**config.mk**
```make
export PLATFORM = sky130hd
export DESIGN_NAME = raster_string_engine
export DESIGN_NICKNAME = d
export VERILOG_FILES = /design/src/rtl/raster_pkg.sv /design/src/rtl/raster_mode_reg.sv /design/src/rtl/raster_word_op.sv /design/src/rtl/raster_bitmap.sv /design/src/rtl/raster_string_engine.sv
export SDC_FILE = /design/constraint.sdc
export NUM_CORES = 2
export LEC_CHECK = 0
export CAP_MARGIN = 20
export CELL_PAD_IN_SITES_DETAIL_PLACEMENT = 1
export CELL_PAD_IN_SITES_GLOBAL_PLACEMENT = 2
export CORE_MARGIN = 5
export CORE_UTILIZATION = 37
export CTS_BUF_LIST = sky130_fd_sc_hd__clkbuf_2 sky130_fd_sc_hd__clkbuf_4 sky130_fd_sc_hd__clkbuf_8
export DETAILED_ROUTE_END_ITERATION = 8
export PLACE_DENSITY_LB_ADDON = 0.1
export RECOVER_POWER = 50
export REMOVE_ABC_BUFFERS = 1
export SETUP_SLACK_MARGIN = 0.3
export SYNTH_ARGS = -nofsm -noshare
export SYNTH_HDL_FRONTEND = slang
export SYNTH_SLANG_ARGS = --single-unit
```
**constraint.sdc**
```tcl
create_clock -name clk -period 7.5 [get_ports clk]
set_input_delay 2.25 -clock clk [delete_from_list [all_inputs] [get_ports clk]]
set_output_delay 2.25 -clock clk [all_outputs]
set_load 0.005 [all_outputs]
```
**src/rtl/raster_pkg.sv**
```systemverilog
package raster_pkg;

  localparam logic [15:0] MODE_RESET = 16'h8090;
  localparam logic [15:0] MODE_KEEP  = 16'h8FFF;  // reserved bits 14:12 dropped

  typedef struct packed {
    logic       horiz;  // bit 15
    logic [2:0] rsv;    // bits 14:12
    logic [3:0] cnt;    // bits 11:8
    logic [3:0] fn;     // bits 7:4
    logic [3:0] disp;   // bits 3:0
  } mode_t;

  typedef enum logic [3:0] {
    FN_CLEAR = 4'h0, FN_AND  = 4'h1, FN_ANDN = 4'h2, FN_NOTS = 4'h3,
    FN_OR    = 4'h4, FN_ORN  = 4'h5, FN_XOR  = 4'h6, FN_INVD = 4'h7,
    FN_SET   = 4'h8, FN_COPY = 4'h9
  } fn_e;

  // merge of source bit s into destination bit d
  function automatic logic combine(logic [3:0] fn, logic s, logic d);
    case (fn)
      FN_CLEAR: return 1'b0;
      FN_AND:   return s & d;
      FN_ANDN:  return s & ~d;
      FN_NOTS:  return ~s;
      FN_OR:    return s | d;
      FN_ORN:   return s | ~d;
      FN_XOR:   return s ^ d;
      FN_INVD:  return ~d;
      FN_SET:   return 1'b1;
      default:  return s;
    endcase
  endfunction

  // number of string pixels a write may change
  function automatic logic [4:0] span_len(logic [3:0] cnt);
    return (cnt == 4'd0) ? 5'd16 : {1'b0, cnt};
  endfunction

  // index of the final word operation of a bitmap access
  function automatic logic [3:0] last_op(mode_t m);
    if (!m.horiz)           return 4'd15;
    else if (m.disp == 4'd0) return 4'd0;
    else                    return 4'd1;
  endfunction

endpackage

```
**src/rtl/raster_mode_reg.sv**
```systemverilog
module raster_mode_reg
  import raster_pkg::*;
(
  input  logic        clk,
  input  logic        rst_n,
  input  logic        mode_reset,
  input  logic        wr_en,
  input  logic [15:0] wr_data,
  output mode_t       mode_q,
  output logic [15:0] shadow_rd
);

  logic [15:0] mode_bits;
  logic        shadow_ok;

  always_ff @(posedge clk or negedge rst_n) begin
    if (!rst_n)          mode_q <= mode_t'(MODE_RESET);
    else if (mode_reset) mode_q <= mode_t'(MODE_RESET);
    else if (wr_en)      mode_q <= mode_t'(wr_data & MODE_KEEP);
  end

  assign mode_bits = mode_q;
  assign shadow_ok = mode_q.horiz && (mode_q.disp == 4'd0);
  assign shadow_rd = shadow_ok ? mode_bits : 16'h0000;

  AST_RELOAD_VALUE: assert property (@(posedge clk) disable iff (!rst_n)
    mode_reset |=> (mode_bits == 16'h8090));

  AST_WRITE_STORED: assert property (@(posedge clk) disable iff (!rst_n)
    (wr_en && !mode_reset) |=> (mode_bits == {$past(wr_data[15]), 3'b000, $past(wr_data[11:0])}));

endmodule

```
**src/rtl/raster_word_op.sv**
```systemverilog
module raster_word_op
  import raster_pkg::*;
#(
  parameter int ROW_WORDS = 4,
  parameter int ROWS      = 32,
  parameter int RBW       = 5,
  parameter int CBW       = 2
) (
  input  logic           clk,
  input  logic           rst_n,
  input  logic [3:0]     op,
  input  logic [RBW-1:0] row,
  input  logic [CBW-1:0] wc,
  input  mode_t          mode,
  input  logic [15:0]    wdata,
  input  logic           is_write,
  input  logic [15:0]    rd_word,
  output logic [RBW-1:0] tgt_row,
  output logic [CBW-1:0] tgt_col,
  output logic           tgt_ok,
  output logic [15:0]    wr_word,
  output logic [15:0]    rd_bits
);

  always_comb begin
    int r, c, p, col;
    logic hit;
    logic [4:0] n;
    r       = int'(row) + (mode.horiz ? 0 : int'(op));
    c       = int'(wc) + (mode.horiz ? int'(op) : 0);
    tgt_ok  = (r < ROWS) && (c < ROW_WORDS);
    tgt_row = RBW'(r);
    tgt_col = CBW'(c);
    n       = span_len(mode.cnt);
    wr_word = rd_word;
    rd_bits = 16'h0000;
    for (int i = 0; i < 16; i++) begin
      p   = int'(mode.disp) + i;
      hit = mode.horiz ? ((p >> 4) == int'(op)) : (i == int'(op));
      col = mode.horiz ? (p & 15) : int'(mode.disp);
      if (hit && tgt_ok) begin
        rd_bits[4'(15 - i)] = rd_word[4'(15 - col)];
        if (is_write && (i < int'(n)))
          wr_word[4'(15 - col)] = combine(mode.fn, wdata[4'(15 - i)], rd_word[4'(15 - col)]);
      end
    end
  end

  AST_READ_PURE: assert property (@(posedge clk) disable iff (!rst_n)
    !is_write |-> (wr_word == rd_word));

  AST_EDGE_UNTOUCHED: assert property (@(posedge clk) disable iff (!rst_n)
    !tgt_ok |-> (wr_word == rd_word && rd_bits == 16'h0000));

endmodule

```
**src/rtl/raster_bitmap.sv**
```systemverilog
module raster_bitmap #(
  parameter int WORDS = 128,
  parameter int AW    = 7
) (
  input  logic          clk,
  input  logic          rst_n,
  input  logic          we,
  input  logic [AW-1:0] addr,
  input  logic [15:0]   wdata,
  output logic [15:0]   rdata
);

  logic [15:0] mem [WORDS];

  always_ff @(posedge clk or negedge rst_n) begin
    if (!rst_n) begin
      for (int i = 0; i < WORDS; i++) mem[i] <= 16'h0000;
    end else if (we) begin
      mem[addr] <= wdata;
    end
  end

  assign rdata = mem[addr];

endmodule

```
**src/rtl/raster_string_engine.sv**
```systemverilog
module raster_string_engine
  import raster_pkg::*;
#(
  parameter int ROW_WORDS = 4,   // power of two, at least 2
  parameter int ROWS      = 32,  // power of two
  localparam int CBW      = $clog2(ROW_WORDS),
  localparam int RBW      = $clog2(ROWS),
  localparam int AW       = CBW + RBW,
  localparam int WORDS    = ROW_WORDS * ROWS
) (
  input  logic          clk,
  input  logic          rst_n,
  input  logic          mode_reset,
  input  logic          host_req,
  input  logic          host_reg,
  input  logic          host_we,
  input  logic [AW-1:0] host_addr,
  input  logic [15:0]   host_wdata,
  output logic          host_busy,
  output logic          host_done,
  output logic [15:0]   host_rdata
);

  mode_t          mode_q, cur_mode;
  logic [15:0]    shadow_rd;
  logic           run, done_q, cur_we;
  logic [3:0]     op_q, last_q;
  logic [AW-1:0]  cur_addr;
  logic [15:0]    cur_data, acc, rdata_q;
  logic [4:0]     busy_cnt;

  // named internal events
  logic           accept, reg_wr, op_last, mem_we, tgt_ok;
  logic [RBW-1:0] tgt_row;
  logic [CBW-1:0] tgt_col;
  logic [15:0]    rd_word, wr_word, rd_bits;

  assign accept  = host_req && !run;
  assign reg_wr  = accept && host_reg && host_we;
  assign op_last = run && (op_q == last_q);
  assign mem_we  = run && cur_we && tgt_ok;

  raster_mode_reg u_mode (
    .clk       (clk),
    .rst_n     (rst_n),
    .mode_reset(mode_reset),
    .wr_en     (reg_wr),
    .wr_data   (host_wdata),
    .mode_q    (mode_q),
    .shadow_rd (shadow_rd)
  );

  raster_word_op #(
    .ROW_WORDS(ROW_WORDS), .ROWS(ROWS), .RBW(RBW), .CBW(CBW)
  ) u_op (
    .clk     (clk),
    .rst_n   (rst_n),
    .op      (op_q),
    .row     (cur_addr[AW-1:CBW]),
    .wc      (cur_addr[CBW-1:0]),
    .mode    (cur_mode),
    .wdata   (cur_data),
    .is_write(cur_we),
    .rd_word (rd_word),
    .tgt_row (tgt_row),
    .tgt_col (tgt_col),
    .tgt_ok  (tgt_ok),
    .wr_word (wr_word),
    .rd_bits (rd_bits)
  );

  raster_bitmap #(.WORDS(WORDS), .AW(AW)) u_map (
    .clk  (clk),
    .rst_n(rst_n),
    .we   (mem_we),
    .addr ({tgt_row, tgt_col}),
    .wdata(wr_word),
    .rdata(rd_word)
  );

  // access sequencer: one word read-modify-write per busy cycle
  always_ff @(posedge clk or negedge rst_n) begin
    if (!rst_n) begin
      run      <= 1'b0;
      done_q   <= 1'b0;
      op_q     <= '0;
      last_q   <= '0;
      cur_mode <= mode_t'(MODE_RESET);
      cur_we   <= 1'b0;
      cur_addr <= '0;
      cur_data <= '0;
      acc      <= '0;
      rdata_q  <= '0;
    end else begin
      done_q <= 1'b0;
      if (accept) begin
        if (host_reg) begin
          done_q  <= 1'b1;
          rdata_q <= host_we ? 16'h0000 : shadow_rd;
        end else begin
          run      <= 1'b1;
          op_q     <= '0;
          last_q   <= last_op(mode_q);
          cur_mode <= mode_q;
          cur_we   <= host_we;
          cur_addr <= host_addr;
          cur_data <= host_wdata;
          acc      <= 16'h0000;
        end
      end else if (run) begin
        acc  <= acc | rd_bits;
        op_q <= op_q + 4'd1;
        if (op_last) begin
          run     <= 1'b0;
          done_q  <= 1'b1;
          rdata_q <= acc | rd_bits;
        end
      end
    end
  end

  assign host_busy  = run;
  assign host_done  = done_q;
  assign host_rdata = rdata_q;

  // consecutive busy cycles, for the duration bound
  always_ff @(posedge clk or negedge rst_n) begin
    if (!rst_n)   busy_cnt <= '0;
    else if (run) busy_cnt <= busy_cnt + 5'd1;
    else          busy_cnt <= '0;
  end

  AST_BUSY_BOUND: assert property (@(posedge clk) disable iff (!rst_n)
    host_busy |-> (busy_cnt < 5'd16));

  AST_DONE_IDLE: assert property (@(posedge clk) disable iff (!rst_n)
    host_done |-> !host_busy);

  AST_ALIGNED_ONE_OP: assert property (@(posedge clk) disable iff (!rst_n)
    (accept && !host_reg && mode_q.horiz && mode_q.disp == 4'd0) |=> op_last);

  AST_PLAIN_REPLACE: assert property (@(posedge clk) disable iff (!rst_n)
    (mem_we && cur_mode == mode_t'(MODE_RESET)) |-> (wr_word == cur_data));

endmodule

```
# After elaboration in Yosys (flattened, before gate mapping)
# Cells that the tools add are included.
# W data, S select, Z words.
[classes]
n_addsub = 34
n_reduce_logical = 70
bitwise_logic = 67
n_lt_le_gt_ge = 52
mux = 247
n_eq_ne = 41
[op_table]
columns = ["op", "count"]
rows = [
  ["$bwmux W2048", 1],
  ["$mux W16", 46],
  ["$eq A28 B5 Y1", 15],
  ["$bwmux W16", 16],
  ["$bmux W16 S7", 1],
  ["$demux W16 S7", 1],
  ["$mux W1", 112],
  ["$lt A4 B6 Y1 const B", 16],
  ["$mux W4", 21],
  ["$pmux W1 S9", 8],
  ["$bmux W1 S4", 16],
  ["$demux W1 S4", 16],
  ["$ge A4 B1 Y1 const B", 16],
  ["$sub A1 B4 Y4 const A", 15],
  ["$logic_and A1 B1 Y1", 57],
  ["$add A4 B4 Y5 const B", 8],
  ["$lt A4 B5 Y1 const A", 8],
  ["$add A3 B32 Y32", 1],
  ["$add A6 B32 Y32", 1],
  ["$eq A4 B4 Y1 const A", 8],
  ["$lt A32 B4 Y1 const B", 1],
  ["$lt A32 B7 Y1 const B", 1],
  ["$not A1 Y1", 25],
  ["$pmux W1 S3", 8],
  ["other kinds (32)", 93],
]
[totals]
word_cells = 657
output_inout_bits = 18
regBits = 2135
input_bits = 29

# Longest topological paths before layout
[logic_depth]
ltp_word = 62
ltp_mapped = 28
mapped_depth_nobuf = 19

# Modules after synthesis
# From an unflattened synthesis, not the netlist that was laid out.
[unflattened]
cells_unflattened = 8568
hier_area_um2 = 104126.1
[modules_own_cells]
columns = ["module", "n_inst", "area_each_um2", "cells_each", "seq_area_each_um2"]
rows = [
  ["raster_bitmap", 1, 93514.7, 7184, 51249.2],
  ["raster_word_op", 1, 6498.7, 960, 0.0],
  ["raster_string_engine", 1, 3340.7, 347, 2005.7],
  ["raster_mode_reg", 1, 772.0, 77, 329.1],
]

# Worst setup path after synthesis
# Ideal clock, no wire load.
[synth_timing]
kind = "register -> register"
start = "reg cur_mode[15] (netlist bit)"
end = "reg u_map.mem[1571] (netlist bit)"
synth_period_minus_slack_ps = 6491
stages_incl_launch_ff = 25
path_buffers = 6
slack_ps = 1009
t_required_ps = 7375
setup_ps = 125
arrival_time_ps = 6367
path_cell_list = "dfstp_2 -> clkbuf_1 -> buf_1 -> clkbuf_1 -> nor2_1 -> ha_1 -> fa_1 -> xnor2_2 -> nor2_1 -> a221o_1 -> a211oi_1 -> a41oi_1 -> a211oi_4 -> o22ai_1 -> o311ai_1 -> o311ai_1 -> mux2_4 -> or2_1 -> buf_2 -> o221ai_1 -> o311a_1 -> a22oi_1 -> buf_4 -> buf_6 -> mux2_2"
[synth_via]
elab_chain_len = 62
word_cells_on_any_way = 354
classes_between = "add/sub: 17; order compare: 34; mux: 212; bitwise: 57; reduce/logical: 34"
[synth_lines]
columns = ["item", "line_no", "rtl"]
rows = [
  ["from (decl)", "raster_string_engine.sv:24", "mode_t mode_q, cur_mode;"],
  ["from (signal assigned)", "raster_string_engine.sv:88", "cur_mode <= mode_t'(MODE_RESET);"],
  ["from (signal assigned)", "raster_string_engine.sv:104", "cur_mode <= mode_q;"],
  ["$mux W4 (on tied branches)", "raster_word_op.sv:30, raster_word_op.sv:29", ""],
  ["$add A3 B32 Y32 or $add A6 B32 Y32 (tied branches)", "raster_word_op.sv:30, raster_word_op.sv:29", ""],
  ["$not A7 Y8 (not written as such)", "raster_bitmap.sv:19, raster_bitmap.sv:23", ""],
  ["$bmux W16 S7", "raster_bitmap.sv:23", "assign rdata = mem[addr];"],
  ["$mux W16 (not written as such) (2 in series)", "raster_bitmap.sv:23", ""],
  ["$bmux W1 S4", "n/a", ""],
  ["$mux W1 (not written as such) (2 in series)", "raster_word_op.sv:44", "wr_word[4'(15 - col)] = combine(mode.fn, wdata[4'(15 - i)], rd_word[4'(15 - col)]);"],
  ["$not A1 Y1", "n/a", ""],
  ["[... 44 more ...]", "n/a", ""],
  ["$mux W16", "raster_word_op.sv:41", "if (hit && tgt_ok) begin"],
  ["$bwmux W16", "raster_word_op.sv:44", ""],
  ["$mux W16", "raster_word_op.sv:43", "if (is_write && (i < int'(n)))"],
  ["$mux W16", "raster_word_op.sv:41", ""],
  ["$bwmux W16", "raster_word_op.sv:44", ""],
  ["$mux W16", "raster_word_op.sv:43", ""],
  ["$mux W16", "raster_word_op.sv:41", ""],
  ["$bwmux W2048", "raster_bitmap.sv:19", "mem[addr] <= wdata;"],
  ["to (signal, indexed assignment)", "raster_bitmap.sv:19", ""],
  ["to (decl)", "raster_bitmap.sv:13", "logic [15:0] mem [WORDS];"],
]
# Parallel ways exist; a longest one is shown, timed or not. The select of a mux whose other input is x is not followed.
# A chain may end at the register's enable or synchronous reset.

# Final worst setup path
[layout_timing]
start = "reg cur_mode[15] (netlist bit)"
end = "reg u_map.mem[1046] (netlist bit)"
# The elaborated chain is that of the path after synthesis.

==> results.md <==
- Nets: 10,920
- Share of cells above drive strength 1: 23.06%
- CTS tree: done
- Hold Vio Cnt, Final: 0
- Via/cell ratio: 5.906
- Largest net degree at the start of global routing: 155
- Syn_area_per_cell: 9.970 um2
- Critical path arrival: 8200 ps
- Worst Tran Pin Value: 3825 ps
- Failing checks: capacitance limit, slew limit
- Die area: 0.2856 mm2
- Worst path bufs/invs: 13
- Biggest cell delay along the critical path: 750 ps
- Io pins: 47
- Core box area: 0.2736 mm2
- Crit start category: register
- Worst path slowest cell: fa_4
- Clock Tree Root: clkbuf_8
- # DRC: 0
- Period Utilization, post-route: 96.65%
- Worst path top cell family by delay: buffers and inverters
- Router iterations before antenna repair: 8
- Clk sinks: 2,120
- Max Clock Freq: 138.0 MHz
- Leading cell type in the layout, fill and taps excluded: dfrtp_1
- Die Wd: 534.4 um
- CP most frequent cell: buf_4
- Clk Latency, worst-skew pair: 1120 ps
- Mapped Area: 0.1017 mm2
- DR vias: 87,160
- Commonest cells after routing, fill and taps aside: dfrtp_1 (2,114), nand2_1 (1,847), o21ai_0 (1,118)
- Initial core utilization: 37.19%
- Initial antenna violation count: 12
- Slew Limit Headroom: -155.0%
- Ys Warns: 0
- Clock Skew: 119.8 ps
- Port bufs: 43
- Area grow syn2layout: 21.98%
- Cell row count: 192
- CP Max Fanout: 8
- Cell variety after synth: 108
- Pins Over Slew Limit: 1,547
- Post-synthesis cell count: 10,210
- Synth Flop Type: dfrtp_1
- Worst hold path class: register to register
- DR iter-0 viols: 7,466
- Flops & latches, synth: 2,120
- Tot GR Track Use: 29.08%
- Ranking of synthesized cells by area: dfrtp_1 (52%), nand2_1 (6.9%), mux2i_1 (6.1%), o21ai_0 (5.6%), mux2_2 (5.0%)
- Final ANT Viol Nets: 0
- Number of global-route vias before repair: 89,790
- Worst Path Required: 8450 ps
- Area share of the leading cell type in the synthesized netlist: 51.99%
- Setup crit end kind: register
- Outcome: complete, but fails checks
- Maxcap violations: 19
- Clk buf depth: 4
- Post-synth top area cell: dfrtp_1
- Grt total ovfl: 0
- Fin crit period: 7248 ps
- Number of flops mapped to enable cells by yosys: 0
- Die Height: 534.4 um
- CP Class: register to register
- Post-synth ARST share: 100.0%
- Global-route wire length before repair: 624,900 um
- Worst-path clk slew: 60 ps
- GPL Wtd Cong: 0.8954
- Num CTS Buffers: 386
- # setup viols final: 0
- Routed WL per cell: 29.51 um
- Unrepaired setup endpoints after global routing: yes
- Core Util, Final: 45.36%
- Register area share after synthesis: 52.15%
- HPWL Detailed: 298,000 um
- H-tree depth: 5
- WL final: 435,500 um
-- final timing paths --
check / startpoint / to / slack, ps / depth (start not counted)
worst max-delay path: cur_mode[15] / u_map.mem[1046] / 250 / 31
worst min-delay path: u_mode.mode_q[7] / cur_mode[7] / 470 / 2
worst max register to register: cur_mode[15] / u_map.mem[1046] / 250 / 31
worst min register to register: u_mode.mode_q[7] / cur_mode[7] / 470 / 2
max in group asynchronous: rst_n / cur_mode[2] / 960 / 2
min in group asynchronous: rst_n / u_map.mem[1791] / 2360 / 1
-- final cells by class --
| type | instances | area [um2] |
|---|---|---|
| clock inverter | 61 | 640.6 |
| clock buffer | 627 | 7848 |
| multi-input combinational | 7202 | 46260 |
| timing repair buffer | 1083 | 11550 |
| antenna | 7 | 17.52 |
| tap | 3589 | 4491 |
| inverter | 67 | 254.0 |
| fill | 29930 | 149500 |
| sequential | 2120 | 53060 |
-- worst min-delay path: cells and delay by family, from the launching register on --
family,cells,cell delay (ps)
flip-flops,1,370
AND/OR/NAND/NOR,2,90
-- cell usage after synthesis, types with 19 or more instances --
master and count:
dfrtp_1 2114, nand2_1 1862, o21ai_0 1135, nor2_1 741, mux2i_1 623, mux2_2 450, clkbuf_1 425, a31oi_1 415
a22oi_1 313, a21oi_1 252, buf_2 229, o22ai_1 154, o31ai_1 149, o221ai_1 110, o21ai_1 75, buf_4 71
o21ai_2 63, inv_1 62, nor3_1 58, nand3_1 51, mux4_2 48, a32oi_1 43, buf_1 43, buf_6 42
o41ai_1 42, xnor2_1 39, a221oi_1 35, nor2b_1 32, ha_1 29, nor4_1 29, nand2b_1 26, o32ai_1 26
a211oi_1 24, and2_1 24, nand4_1 21, a221o_1 19
-- state kept, by name (all words and copies together), names as in the netlist, 2 cells and up --
register,count
acc,8
cur_addr,7
cur_data,8
cur_mode,13
host_rdata,14
last_q,2
op_q,4
u_map.mem,2048
u_mode.mode_q,13
-- repair_timing --
item                       4_1_cts  5_1_grt
pin swaps                        6       47
gates resized for setup         63      251
setup endpoints to repair     1024     1018
cloned                           0       33
setup buffers                    9       66
hold buffers                     0        0
-- through the flow --
step,area [um2],setup TNS (ps),setup WS (ps),hold WS [ps],cells
6_report,124100,0,251.5,467.9,14760
5_1_grt,124100,0,169.2,487.0,14750
4_1_cts,121600,0,300.9,473.5,14640
3_5_place_dp,112600,-101650,-271.3,460.9,13940
3_3_place_gp,112600,-166770,-367.1,453.0,13940
2_1_floorplan,97740,-,-31920,440.7,9388
-- cell families after synthesis --
kind of cell | share of synthesized area [%]
buffers and inverters | 4.192
multiplexers | 12.21
AO/OA/AOI/OAI | 18.77
XOR/XNOR | 0.4279
adder cells (fa/ha/maj) | 0.3960
AND/OR/NAND/NOR | 11.85
flip-flops | 52.15
-- routing by layer --
layer	share of wire, %	GRT usage, %	up-vias	wire length (um)
met5	0.0092	0	-	40
met1	45	42.01	45350	196900
met3	5.9	4.120	793	25850
met4	3.8	9.802	6	16680
li1	-	-	38190	-
met2	45	44.91	2814	196000
Power is left out: the tool's default activity adds up to more than one toggle a clock period on the data nets, which glitch-free logic cannot reach.
